--- src/rtl/sxw_pkg.sv ---
package sxw_pkg;

    typedef enum logic [2:0] {
        CLS_ZERO,
        CLS_DENORM,
        CLS_NORMAL,
        CLS_INF,
        CLS_NAN
    } src_class_e;

    typedef enum logic [1:0] {
        TAG_NUM     = 2'b00,
        TAG_ZERO    = 2'b01,
        TAG_SPECIAL = 2'b10,
        TAG_EMPTY   = 2'b11
    } reg_tag_e;

    typedef enum logic {
        W_IDLE,
        W_SHOW
    } wstate_e;

endpackage

--- src/rtl/sxw_classify.sv ---
module sxw_classify
    import sxw_pkg::*;
#(
    parameter int EXP_W  = 8,
    parameter int FRAC_W = 23
) (
    input  logic [EXP_W-1:0]  exp_in,
    input  logic [FRAC_W-1:0] frac_in,
    output src_class_e        cls
);
    logic exp_zero;
    logic exp_ones;
    logic frac_zero;

    assign exp_zero  = (exp_in == '0);
    assign exp_ones  = (&exp_in);
    assign frac_zero = (frac_in == '0);

    always_comb begin
        unique case ({exp_zero, exp_ones})
            2'b10:   cls = frac_zero ? CLS_ZERO : CLS_DENORM;
            2'b01:   cls = frac_zero ? CLS_INF  : CLS_NAN;
            default: cls = CLS_NORMAL;
        endcase
    end

endmodule

--- src/rtl/sxw_lzc.sv ---
module sxw_lzc #(
    parameter int W  = 64,
    parameter int CW = $clog2(W + 1)
) (
    input  logic [W-1:0]  vec,
    output logic [CW-1:0] zeros
);
    // clear_above[i]: every bit strictly above i is zero
    logic [W-1:0] clear_above;
    logic [W-1:0] lead_zero;

    generate
        for (genvar i = W - 1; i >= 0; i--) begin : g_chain
            if (i == W - 1) begin : g_top
                assign clear_above[i] = 1'b1;
            end else begin : g_rest
                assign clear_above[i] = clear_above[i+1] & ~vec[i+1];
            end
            assign lead_zero[i] = clear_above[i] & ~vec[i];
        end
    endgenerate

    always_comb begin
        zeros = '0;
        for (int k = 0; k < W; k++) begin
            zeros = zeros + CW'(lead_zero[k]);
        end
    end

endmodule

--- src/rtl/sxw_pack.sv ---
module sxw_pack
    import sxw_pkg::*;
#(
    parameter int SRC_EXP_W  = 8,
    parameter int SRC_FRAC_W = 23,
    parameter int DST_EXP_W  = 15,
    parameter int DST_MANT_W = 64,
    localparam int DST_W     = 1 + DST_EXP_W + DST_MANT_W
) (
    input  logic                  sign_in,
    input  logic [SRC_EXP_W-1:0]  exp_in,
    input  logic [SRC_FRAC_W-1:0] frac_in,
    input  src_class_e            cls,
    output logic [DST_W-1:0]      word_out,
    output reg_tag_e              tag_out
);
    localparam int SRC_BIAS = (1 << (SRC_EXP_W - 1)) - 1;
    localparam int DST_BIAS = (1 << (DST_EXP_W - 1)) - 1;
    localparam int NORM_OFF = DST_BIAS - SRC_BIAS;
    localparam int DEN_BASE = DST_BIAS - SRC_BIAS + 1;
    localparam int PAD_W    = DST_MANT_W - 1 - SRC_FRAC_W;
    localparam int LZ_W     = $clog2(DST_MANT_W + 1);

    logic [DST_MANT_W-1:0] den_raw;
    logic [LZ_W-1:0]       den_lz;
    logic [DST_MANT_W-1:0] mant;
    logic [DST_EXP_W-1:0]  expo;

    assign den_raw = {1'b0, frac_in, {PAD_W{1'b0}}};

    sxw_lzc #(.W(DST_MANT_W), .CW(LZ_W)) u_lzc (
        .vec   (den_raw),
        .zeros (den_lz)
    );

    always_comb begin
        mant    = '0;
        expo    = '0;
        tag_out = TAG_NUM;
        unique case (cls)
            CLS_ZERO: begin
                tag_out = TAG_ZERO;
            end
            CLS_DENORM: begin
                mant = den_raw << den_lz;
                expo = DST_EXP_W'(DEN_BASE - int'(den_lz));
            end
            CLS_NORMAL: begin
                mant = {1'b1, frac_in, {PAD_W{1'b0}}};
                expo = DST_EXP_W'(exp_in) + DST_EXP_W'(NORM_OFF);
            end
            CLS_INF: begin
                mant    = {1'b1, {(DST_MANT_W-1){1'b0}}};
                expo    = '1;
                tag_out = TAG_SPECIAL;
            end
            default: begin
                mant    = {2'b11, frac_in[SRC_FRAC_W-2:0], {PAD_W{1'b0}}};
                expo    = '1;
                tag_out = TAG_SPECIAL;
            end
        endcase
    end

    assign word_out = {sign_in, expo, mant};

endmodule

--- src/rtl/float_widen.sv ---
module float_widen
    import sxw_pkg::*;
#(
    parameter int SRC_EXP_W  = 8,
    parameter int SRC_FRAC_W = 23,
    parameter int DST_EXP_W  = 15,
    parameter int DST_MANT_W = 64,
    localparam int SRC_W     = 1 + SRC_EXP_W + SRC_FRAC_W,
    localparam int DST_W     = 1 + DST_EXP_W + DST_MANT_W
) (
    input  logic             clk,
    input  logic             rst,
    input  logic             in_valid,
    input  logic [SRC_W-1:0] in_word,
    output logic             out_valid,
    output logic [DST_W-1:0] out_word,
    output logic [1:0]       out_tag
);
    localparam int SGN_BIT = DST_W - 1;
    localparam int INT_BIT = DST_MANT_W - 1;

    src_class_e         cls;
    logic [DST_W-1:0]   conv_word;
    reg_tag_e           conv_tag;
    wstate_e            state_q;
    wstate_e            state_d;
    logic [DST_W-1:0]   word_q;
    reg_tag_e           tag_q;

    sxw_classify #(.EXP_W(SRC_EXP_W), .FRAC_W(SRC_FRAC_W)) u_cls (
        .exp_in  (in_word[SRC_W-2 -: SRC_EXP_W]),
        .frac_in (in_word[SRC_FRAC_W-1:0]),
        .cls     (cls)
    );

    sxw_pack #(
        .SRC_EXP_W  (SRC_EXP_W),
        .SRC_FRAC_W (SRC_FRAC_W),
        .DST_EXP_W  (DST_EXP_W),
        .DST_MANT_W (DST_MANT_W)
    ) u_pack (
        .sign_in  (in_word[SRC_W-1]),
        .exp_in   (in_word[SRC_W-2 -: SRC_EXP_W]),
        .frac_in  (in_word[SRC_FRAC_W-1:0]),
        .cls      (cls),
        .word_out (conv_word),
        .tag_out  (conv_tag)
    );

    // state register
    always_ff @(posedge clk) begin
        if (rst) state_q <= W_IDLE;
        else     state_q <= state_d;
    end

    always_comb begin
        unique case (state_q)
            W_IDLE:  state_d = in_valid ? W_SHOW : W_IDLE;
            W_SHOW:  state_d = in_valid ? W_SHOW : W_IDLE;
            default: state_d = W_IDLE;
        endcase
    end

    // output registers
    always_ff @(posedge clk) begin
        if (rst) begin
            word_q <= '0;
            tag_q  <= TAG_EMPTY;
        end else if (in_valid) begin
            word_q <= conv_word;
            tag_q  <= conv_tag;
        end
    end

    assign out_valid = (state_q == W_SHOW);
    assign out_word  = word_q;
    assign out_tag   = tag_q;

    // one result per strobe, one cycle later
    assert_valid_next_R1: assert property (@(posedge clk) disable iff (rst)
        in_valid |=> out_valid);
    assert_valid_drop_R1: assert property (@(posedge clk) disable iff (rst)
        !in_valid |=> !out_valid);
    // outputs held without a strobe; empty tag never presented
    assert_hold_R8: assert property (@(posedge clk) disable iff (rst)
        !in_valid |=> ($stable(out_word) && $stable(out_tag)));
    assert_no_empty_R8: assert property (@(posedge clk) disable iff (rst)
        out_valid |-> (out_tag != 2'b11));
    // special tag carries an all-ones exponent and the integer bit
    assert_special_R6: assert property (@(posedge clk) disable iff (rst)
        (out_valid && out_tag == 2'b10) |->
            ((&out_word[SGN_BIT-1 -: DST_EXP_W]) && out_word[INT_BIT]));
    // number tag always has the explicit integer bit set
    assert_int_bit_R5: assert property (@(posedge clk) disable iff (rst)
        (out_valid && out_tag == 2'b00) |-> out_word[INT_BIT]);
    // zero tag leaves only the sign
    assert_zero_R4: assert property (@(posedge clk) disable iff (rst)
        (out_valid && out_tag == 2'b01) |-> (out_word[SGN_BIT-1:0] == '0));
    // a strobe during reset produces nothing
    assert_reset_wins_R9: assert property (@(posedge clk)
        rst |=> (!out_valid && out_tag == 2'b11));

endmodule

--- config.mk ---
export PLATFORM = sky130hd
export DESIGN_NAME = float_widen
export DESIGN_NICKNAME = d
export VERILOG_FILES = /design/src/rtl/sxw_pkg.sv /design/src/rtl/sxw_classify.sv /design/src/rtl/sxw_lzc.sv /design/src/rtl/sxw_pack.sv /design/src/rtl/float_widen.sv
export SDC_FILE = /design/constraint.sdc
export NUM_CORES = 1
export LEC_CHECK = 0
export BUFFER_PORTS_ARGS = -buffer_cell sky130_fd_sc_hd__buf_2
export CAP_MARGIN = 20
export CORE_MARGIN = 2
export CORE_UTILIZATION = 55
export CTS_CLUSTER_DIAMETER = 200
export CTS_CLUSTER_SIZE = 24
export DETAILED_ROUTE_END_ITERATION = 16
export GPL_TIMING_DRIVEN = 0
export PLACE_DENSITY = 0.78
export SETUP_SLACK_MARGIN = 0.2
export SLEW_MARGIN = 20
export SYNTH_ARGS = -nofsm -noshare
export SYNTH_HDL_FRONTEND = slang
export SYNTH_HIERARCHICAL = 1
export SYNTH_SLANG_ARGS = --single-unit
--- constraint.sdc ---
create_clock -name clk -period 19.6 [get_ports clk]
set_input_delay 1.96 -clock clk [delete_from_list [all_inputs] [get_ports clk]]
set_output_delay 1.96 -clock clk [all_outputs]
set_load 0.005 [all_outputs]
==> impl_results.md, run 1 <==
* Outcome: finished, final reports clean
* Max IR drop VDD at 46.19 uV
* Seq cells post-synth at 83
* Area of the multi-input gates at 0.005341 mm^2
* Finished Layout Cells at 1243
* Fin crit period at 11020 ps
* WP depth at 33
* Clock transition at path regs at 60 ps
* Io pins at 118
* Post-synthesis cell type count at 74
* Post-DR wirelength/cell at 15.36 um
* Fmax at approximately 90 MHz
* Most common flop cell mapped by yosys: dfxtp_1
* Inst Count DP at 1227
* Synth Instances at around 800
* Nets at 1167
* # Post-CTS Setup Buffers at 0
* Cts repair resizes at 0
* DP HPWL at 15.06 mm
* Via/cell ratio at 5.229
* Req. time, crit path at just under 20000 ps
* Max-cap violations at 0
* Compound-cell area share of the yosys netlist at 8.222%
* Die Width at 120.8 um
* Register area share after synthesis at roughly 22%
* Final-report setup violation count at 0
* P_leak at approximately 4.6 nW
* CTS max path bufs at 2
* Synth Cell Area at 0.007502 mm^2
* Relative slew slack at between 40% and 50%
* CP max stage cell: a2111oi_1
* Largest net degree at the start of global routing at 15
* Worst Setup Path Type: in -> reg
* H-tree levels at 3
* CP endpoint: out_word[63]
* Simple-gate portion of the synthesized area at 18.30%
* Yosys top cell area share at 22.15%
* Die area at 0.01459 mm^2
* Synth top cells by count: 114 x nor2_1, 104 x mux2i_1, 83 x dfxtp_1
* Hold-fix buffers, CTS at 0
* Number of global-route vias before repair at 6322
* DR vias at 6500
* Sink Count at 83
* Total CTS buffers at 9
* WP data arrival at roughly 11000 ps
* Slowest stage delay, CP at between 700 and 800 ps
* Share of layout cells above drive strength 1 at between 20% and 30%
* Num rows at 42
* Final wirelength at roughly 19 mm
* First-pass GRT wire length at between 30 and 40 mm
* Residual DRC at 0
* Worst Setup SP: in_word[22]
* Sequential power share at 38.3%
* Final Skew at 0 ps
* Comb power frac at 28.9%
* Reg-to-reg critical path startpoint: out_tag[1]
* Clock network power share at 32.8%
* Internal power at 0.3334 mW
* Congestion Overflow GR at 0
* Delay-heaviest family, CP: adder cells
* CP dominant cell by count: fa_1
* Core footprint at between 0.01 and 0.015 mm^2
* Register Area at 0.001662 mm^2
* Reg2Reg Depth at 2
* Unrepaired setup endpoints after global routing: false
* Worst hold path class: reg -> reg
* Power per Cell Area at 53.07 mW/mm^2
* Ys async rst share at 0%
* Fillers at 1140
* Most frequent cell after synthesis: nor2_1
* Tot GR Track Use at 27.33%
* Initial antenna violation count at 0
* Largest family of logic cells by synthesized area: multiplexers
* Setup TNS at 0 ps
* GP Congestion at 1.004
* P&R area growth vs syn at 20.50%
* R2R Setup Slk at 18800 ps
* Worst-Margin Slew at 853.6 ps
* Syn Area/Cell at ~9.2 um^2
* Mux cell area share after synthesis at about a fifth
* Port Buf Inserts at around 120
* Switching Fraction at 30.51%
* ANT cells at 0
* Adder-cell share of the synthesized area at 16.98%
* CP endpoint kind: flop
* Max Slew Vio Count at 0
* Startpoint types: input pin
* Crit-path max FO at 10
* Drt pass-1 iters at 5
* Final worst path period share at a little under three fifths
* Biggest area consumer among synthesized cells: dfxtp_1
* Post-synth EDFFs at 0
* Die Ht at 120.8 um
* Synth warn at 6
* Net Sw Power at approximately 0.15 mW
* CTS tree: done
* RR Endpoint: out_tag[1]
* Synth area leaders: dfxtp_1 22%, fa_1 14%, mux2i_1 14%
* Critical path buffer and inverter count at 9
* Final hold vios at 0
* Post-DRT Antenna Nets at 0
* CTS root buf: clkbuf_16
* Clock Latency Late Sink at 330 ps
* Starting DRT DRC Count at 464
* Initial core utilization at between 50% and 60%
* XOR/XNOR Fraction of Synth Area at less than 1%
## state kept, by name, summed over array words and instances (netlist names)
register / cells
out_word: 80
out_valid: 1
out_tag: 2
## power by group through the flow
stage / clock network, mW / registers [mW] / logic [mW]
2_1_floorplan: 0 / 0.189 / 0.0922
3_3_place_gp: 0 / 0.187 / 0.134
3_5_place_dp: 0 / 0.188 / 0.135
4_1_cts: 0.160 / 0.184 / 0.136
5_1_grt: 0.167 / 0.185 / 0.150
6_report: 0.157 / 0.184 / 0.139
## cells by family (layout without fill, tap and decap cells)
kind of cell    Yosys count  in the layout
flops                    83             83
compound gates           85             85
other cells               1            124
fa+ha+maj                70             70
xor+xnor                  6              6
mux                     128            128
buf+inv                 166            297
simple gates            274            274
## per-layer routing
layer | wire [um] | vias to the layer above | track usage, %
li1 | - | 3159 | -
met1 | 8425 | 3028 | 38.55
met2 | 8483 | 283 | 41.88
met3 | 1884 | 30 | 7.358
met4 | 297 | 0 | 6.686
met5 | 0 | - | 0
## placed cells by master, fill, tap and decap left out, types with 5 or more instances in the layout
cell type | netlist | final
clkbuf_16 | 0 | 9
ha_1 | 17 | 17
or3_1 | 13 | 13
or2_2 | 6 | 6
nand2b_1 | 5 | 5
and2_1 | 5 | 5
fa_1 | 53 | 53
nand2_1 | 34 | 34
nor2_1 | 114 | 114
dfxtp_1 | 83 | 83
nand4_1 | 7 | 7
o211ai_1 | 6 | 6
conb_1 | 1 | 124
nor3_1 | 27 | 27
xnor2_1 | 5 | 5
inv_1 | 71 | 71
nor4_1 | 24 | 24
buf_12 | 6 | 6
a21oi_1 | 12 | 12
clkbuf_1 | 15 | 17
o21ai_0 | 13 | 13
mux2i_1 | 104 | 104
buf_2 | 16 | 131
mux4_2 | 22 | 22
nand3_1 | 11 | 11
a22o_1 | 6 | 6
o21bai_1 | 8 | 8
buf_4 | 48 | 48
## worst min path at each step
stage | start | endpoint | slack (ps) | cells past startpoint
2_1_floorplan | out_word[11] | out_word[11] | 480 | 2
3_3_place_gp | out_word[31] | out_word[31] | 470 | 2
3_5_place_dp | out_word[15] | out_word[15] | 470 | 2
4_1_cts | out_word[15] | out_word[15] | 490 | 2
5_1_grt | out_word[21] | out_word[21] | 510 | 2
6_report | out_word[50] | out_word[50] | 480 | 2
## tightest hold or removal path: stages, from the launching register on
cell and delay, ps:
dfxtp_1 320, mux2i_1 60, nor2_1 70
## through the flow
step	hold slack, ps	total power, mW	setup slack (ps)	util (%)	cell area (um^2)
3_5_place_dp	473.9	0.3222	8078	65.89	8760
3_3_place_gp	468.0	0.3212	8185	65.89	8760
2_1_floorplan	485.0	0.2808	9454	-	7964
4_1_cts	490.9	0.4797	8420	67.98	9039
5_1_grt	509.6	0.5022	7798	67.99	9040
6_report	484.9	0.4798	8581	67.99	9040
## area by class of cell
| class | instances | area share (%) |
|---|---|---|
| tap | 176 | 2.436 |
| inverter | 73 | 3.031 |
| clock inverter | 4 | 0.3599 |
| timing repair buffer | 115 | 6.367 |
| buffer | 93 | 7.612 |
| clock buffer | 12 | 2.727 |
| sequential | 83 | 18.38 |
| multi-input combinational | 687 | 59.09 |
Power figures use the tool's default switching activity.
==> run 2: changes to the inputs <==
Clock period 19.6 ns to 10.3 ns, I/O delays scaled along.
==> run 2 against run 1 <==
Highest routed layer unchanged. Sequential power up 90%. Non-clock buffer count up 3. Global-route usage about the same. Combinational power up 90%. Clock power up 90%. Via count up 0.74%.
==> impl_results.md, run 2 (synthesized netlist as in run 1, its figures left out) <==
* Die Ht at 120.8 um (unchanged)
* Fin crit period at just under 10000 ps
* CP endpoint kind: flop
* Final hold vios at 0 (unchanged)
* CTS tree: done
* Fin util at 68.36% (+0.37 points)
* Cell Area, Placed at 0.008760 mm^2 (unchanged)
* Die area at 0.01459 mm^2 (unchanged)
* DR vias at 6548 (+0.74%)
* Fillers at 1134 (-0.53%)
* Total CTS buffers at 9 (unchanged)
* Initial core utilization at 56.43% (unchanged)
* Comb power frac at 28.9% (about the same)
* Area of the multi-input gates at 0.005366 mm^2 (+0.47%)
* Congestion Overflow GR at 0 (unchanged)
* Nets at 1170 (+0.26%)
* CTS root buf: clkbuf_16
* Reg-to-reg critical path startpoint: out_tag[1]
* Drt pass-1 iters at 5 (unchanged)
* Finished Layout Cells at 1246 (+0.24%)
* Worst-Margin Slew at 738.1 ps (-115.6 ps)
* Startpoint types: input pin
* Via/cell ratio at 5.255 (+0.50%)
* Core footprint at 0.01330 mm^2 (unchanged)
* Switching Fraction at 30.51% (about the same)
* Unrepaired setup endpoints after global routing: true
* P&R area growth vs syn at 21.15%
* Critical hold path startpoint: out_word[50]
* Met1 usage at 38.49% (-0.061 points)
* Sequential power share at 38.3% (about the same)
* Share of layout cells above drive strength 1 at 24.02% (+0.68 points)
* Final-report setup violation count at 0 (unchanged)
* Outcome: finished, final reports clean
* Internal power at 0.6345 mW (+90%)
* Sink Count at 83 (unchanged)
* Tot GR Track Use at 27.31% (about the same)
* Largest net degree at the start of global routing at 15 (unchanged)
* Cell area after layout at 0.009089 mm^2 (+0.54%)
* GR Layer Usage met3 at 7.358% (unchanged)
* GP Congestion at 1.004 (unchanged)
* ANT cells at 0 (unchanged)
* Final worst path period share at 93.61%
* Slowest stage delay, CP at 600 ps (-150 ps)
* CTS max path bufs at 2 (unchanged)
* Num rows at 42 (unchanged)
* Commonest non-fill, non-tap cells in the layout: 131 x buf_2, 124 x conb_1, 114 x nor2_1
* Power per Cell Area at 100.5 mW/mm^2 (+89%)
* Worst hold path class: reg -> reg
* RR Endpoint: out_tag[1]
* Net Sw Power at 0.2785 mW (+90%)
* Register Area at 0.001662 mm^2 (unchanged)
* Clock network power share at 32.8% (about the same)
* First-pass GRT wire length at 31.46 mm (about the same)
* Req. time, crit path at 10520 ps (-9300 ps)
* Final wirelength at 19.17 mm (+0.42%)
* Hold_ws at 484.9 ps (unchanged)
* Port Buf Inserts at 115 (unchanged)
* Residual DRC at 0 (unchanged)
* Initial antenna violation count at 0 (unchanged)
* Inst Count DP at 1227 (unchanged)
* Number of global-route vias before repair at 6314 (-0.13%)
* CP dominant cell by count: fa_1
* Worst Setup Path Type: in -> reg
* Crit-path max FO at 10 (unchanged)
* Commonest non-fill, non-tap cell in the layout: buf_2
* Post-DRT Antenna Nets at 0 (unchanged)
* CP max stage cell: a2111oi_0
* R2R Setup Slk at 9500 ps (-9300 ps)
* Starting DRT DRC Count at 488 (+5.2%)
* Max Slew Vio Count at 0 (unchanged)
* Reg2Reg Depth at 2 (unchanged)
* WP data arrival at 9860 ps (-1380 ps)
* Fmax at 103.7 MHz
* Met2 usage at 41.88% (unchanged)
* Max IR drop VDD at 87.89 uV (+90%)
* Io pins at 118 (unchanged)
* DP HPWL at 15.06 mm (unchanged)
* Die Width at 120.8 um (unchanged)
* Hold worst-path end: out_word[50]
* P_leak at 4.617 nW (+0.41%)
* Final Skew at 0 ps (unchanged)
* H-tree levels at 3 (unchanged)
* Post-DR wirelength/cell at 15.39 um (+0.18%)
* Max-cap violations at 0 (unchanged)
* Worst hold path stage count at 2 (unchanged)
* Clock Latency Late Sink at 330 ps (about the same)
* Relative slew slack at 50.27% (+7.3 points)
* Largest register FFs at 80 (unchanged)
* Gr busiest metal: met2
* Clock transition at path regs at 60 ps (about the same)
run 2: changes by cell type in the layout (fill, tap and decap cells not counted):
| cell | delta |
|---|---|
| a2111oi_2 | +1 |
| buf_1 | -1 |
| clkbuf_2 | +1 |
| a2111oi_1 | -1 |
| xor2_2 | +1 |
| nor4_1 | -2 |
| xor2_1 | -1 |
| buf_4 | +3 |
| nor4_2 | +2 |
run 2: metrics by stage:
step | setup slack [ps] | TNS [ps] | power, mW
floorplan | 1084 | 0 | 0.5343
global placement | -184.6 | -389.3 | 0.6112
detailed placement | -291.7 | -1309 | 0.6132
CTS | 291.6 | 0 | 0.9129
global route | 127.6 | 0 | 0.9557
finish | 658.6 | 0 | 0.9130
run 2: final cells by class:
type	count	share of cell area [%]
Buffer	93	7.585
Clock buffer	12	2.712
Clock inverter	4	0.3579
Inverter	73	3.015
Multi-Input combinational cell	687	59.04
Sequential cell	83	18.28
Tap cell	176	2.423
Timing Repair Buffer	118	6.580
run 2: worst max-delay path: cells and delay by family:
| family | cells | cell delay, ps |
|---|---|---|
| buffers and inverters | 8 | 1430 |
| adder cells (fa/ha/maj) | 10 | 4670 |
| multiplexers | 1 | 180 |
| AO/OA/AOI/OAI | 2 | 760 |
| XOR/XNOR | 1 | 330 |
| AND/OR/NAND/NOR | 7 | 1460 |
run 2: how the worst max path moves through the flow:
stage / start / to / slack, ps / cells after the start
after floorplan: in_word[10] / out_word[63] / 1080 / 28
after global placement: in_word[22] / out_word[63] / -180 / 33
after detailed placement: in_word[22] / out_word[63] / -290 / 33
after CTS: in_word[22] / out_word[63] / 290 / 33
after global routing: in_word[22] / out_word[63] / 130 / 33
final: in_word[22] / out_word[60] / 660 / 29
run 2: timing repair:
item | in CTS | in global routing
setup endpoints to repair | 3 | 29
hold buffers | 0 | 0
pin swaps | 0 | 2
setup buffers | 0 | 3
gates resized for setup | 1 | 5
run 2: power groups by stage:
stage               registers (mW)  logic (mW)  clock network (mW)
finish                       0.350       0.264               0.299
global route                 0.352       0.285               0.318
floorplan                    0.359       0.176                   0
detailed placement           0.357       0.256                   0
CTS                          0.350       0.258               0.305
global placement             0.356       0.255                   0
run 2: layer usage:
layer | vias to the layer above | wire length, um | part of all wire, %
met3 | 26 | 1916 | 10
li1 | 3161 | - | -
met4 | 0 | 255 | 1.3
met2 | 303 | 8609 | 45
met1 | 3058 | 8389 | 44
met5 | - | 0 | 0
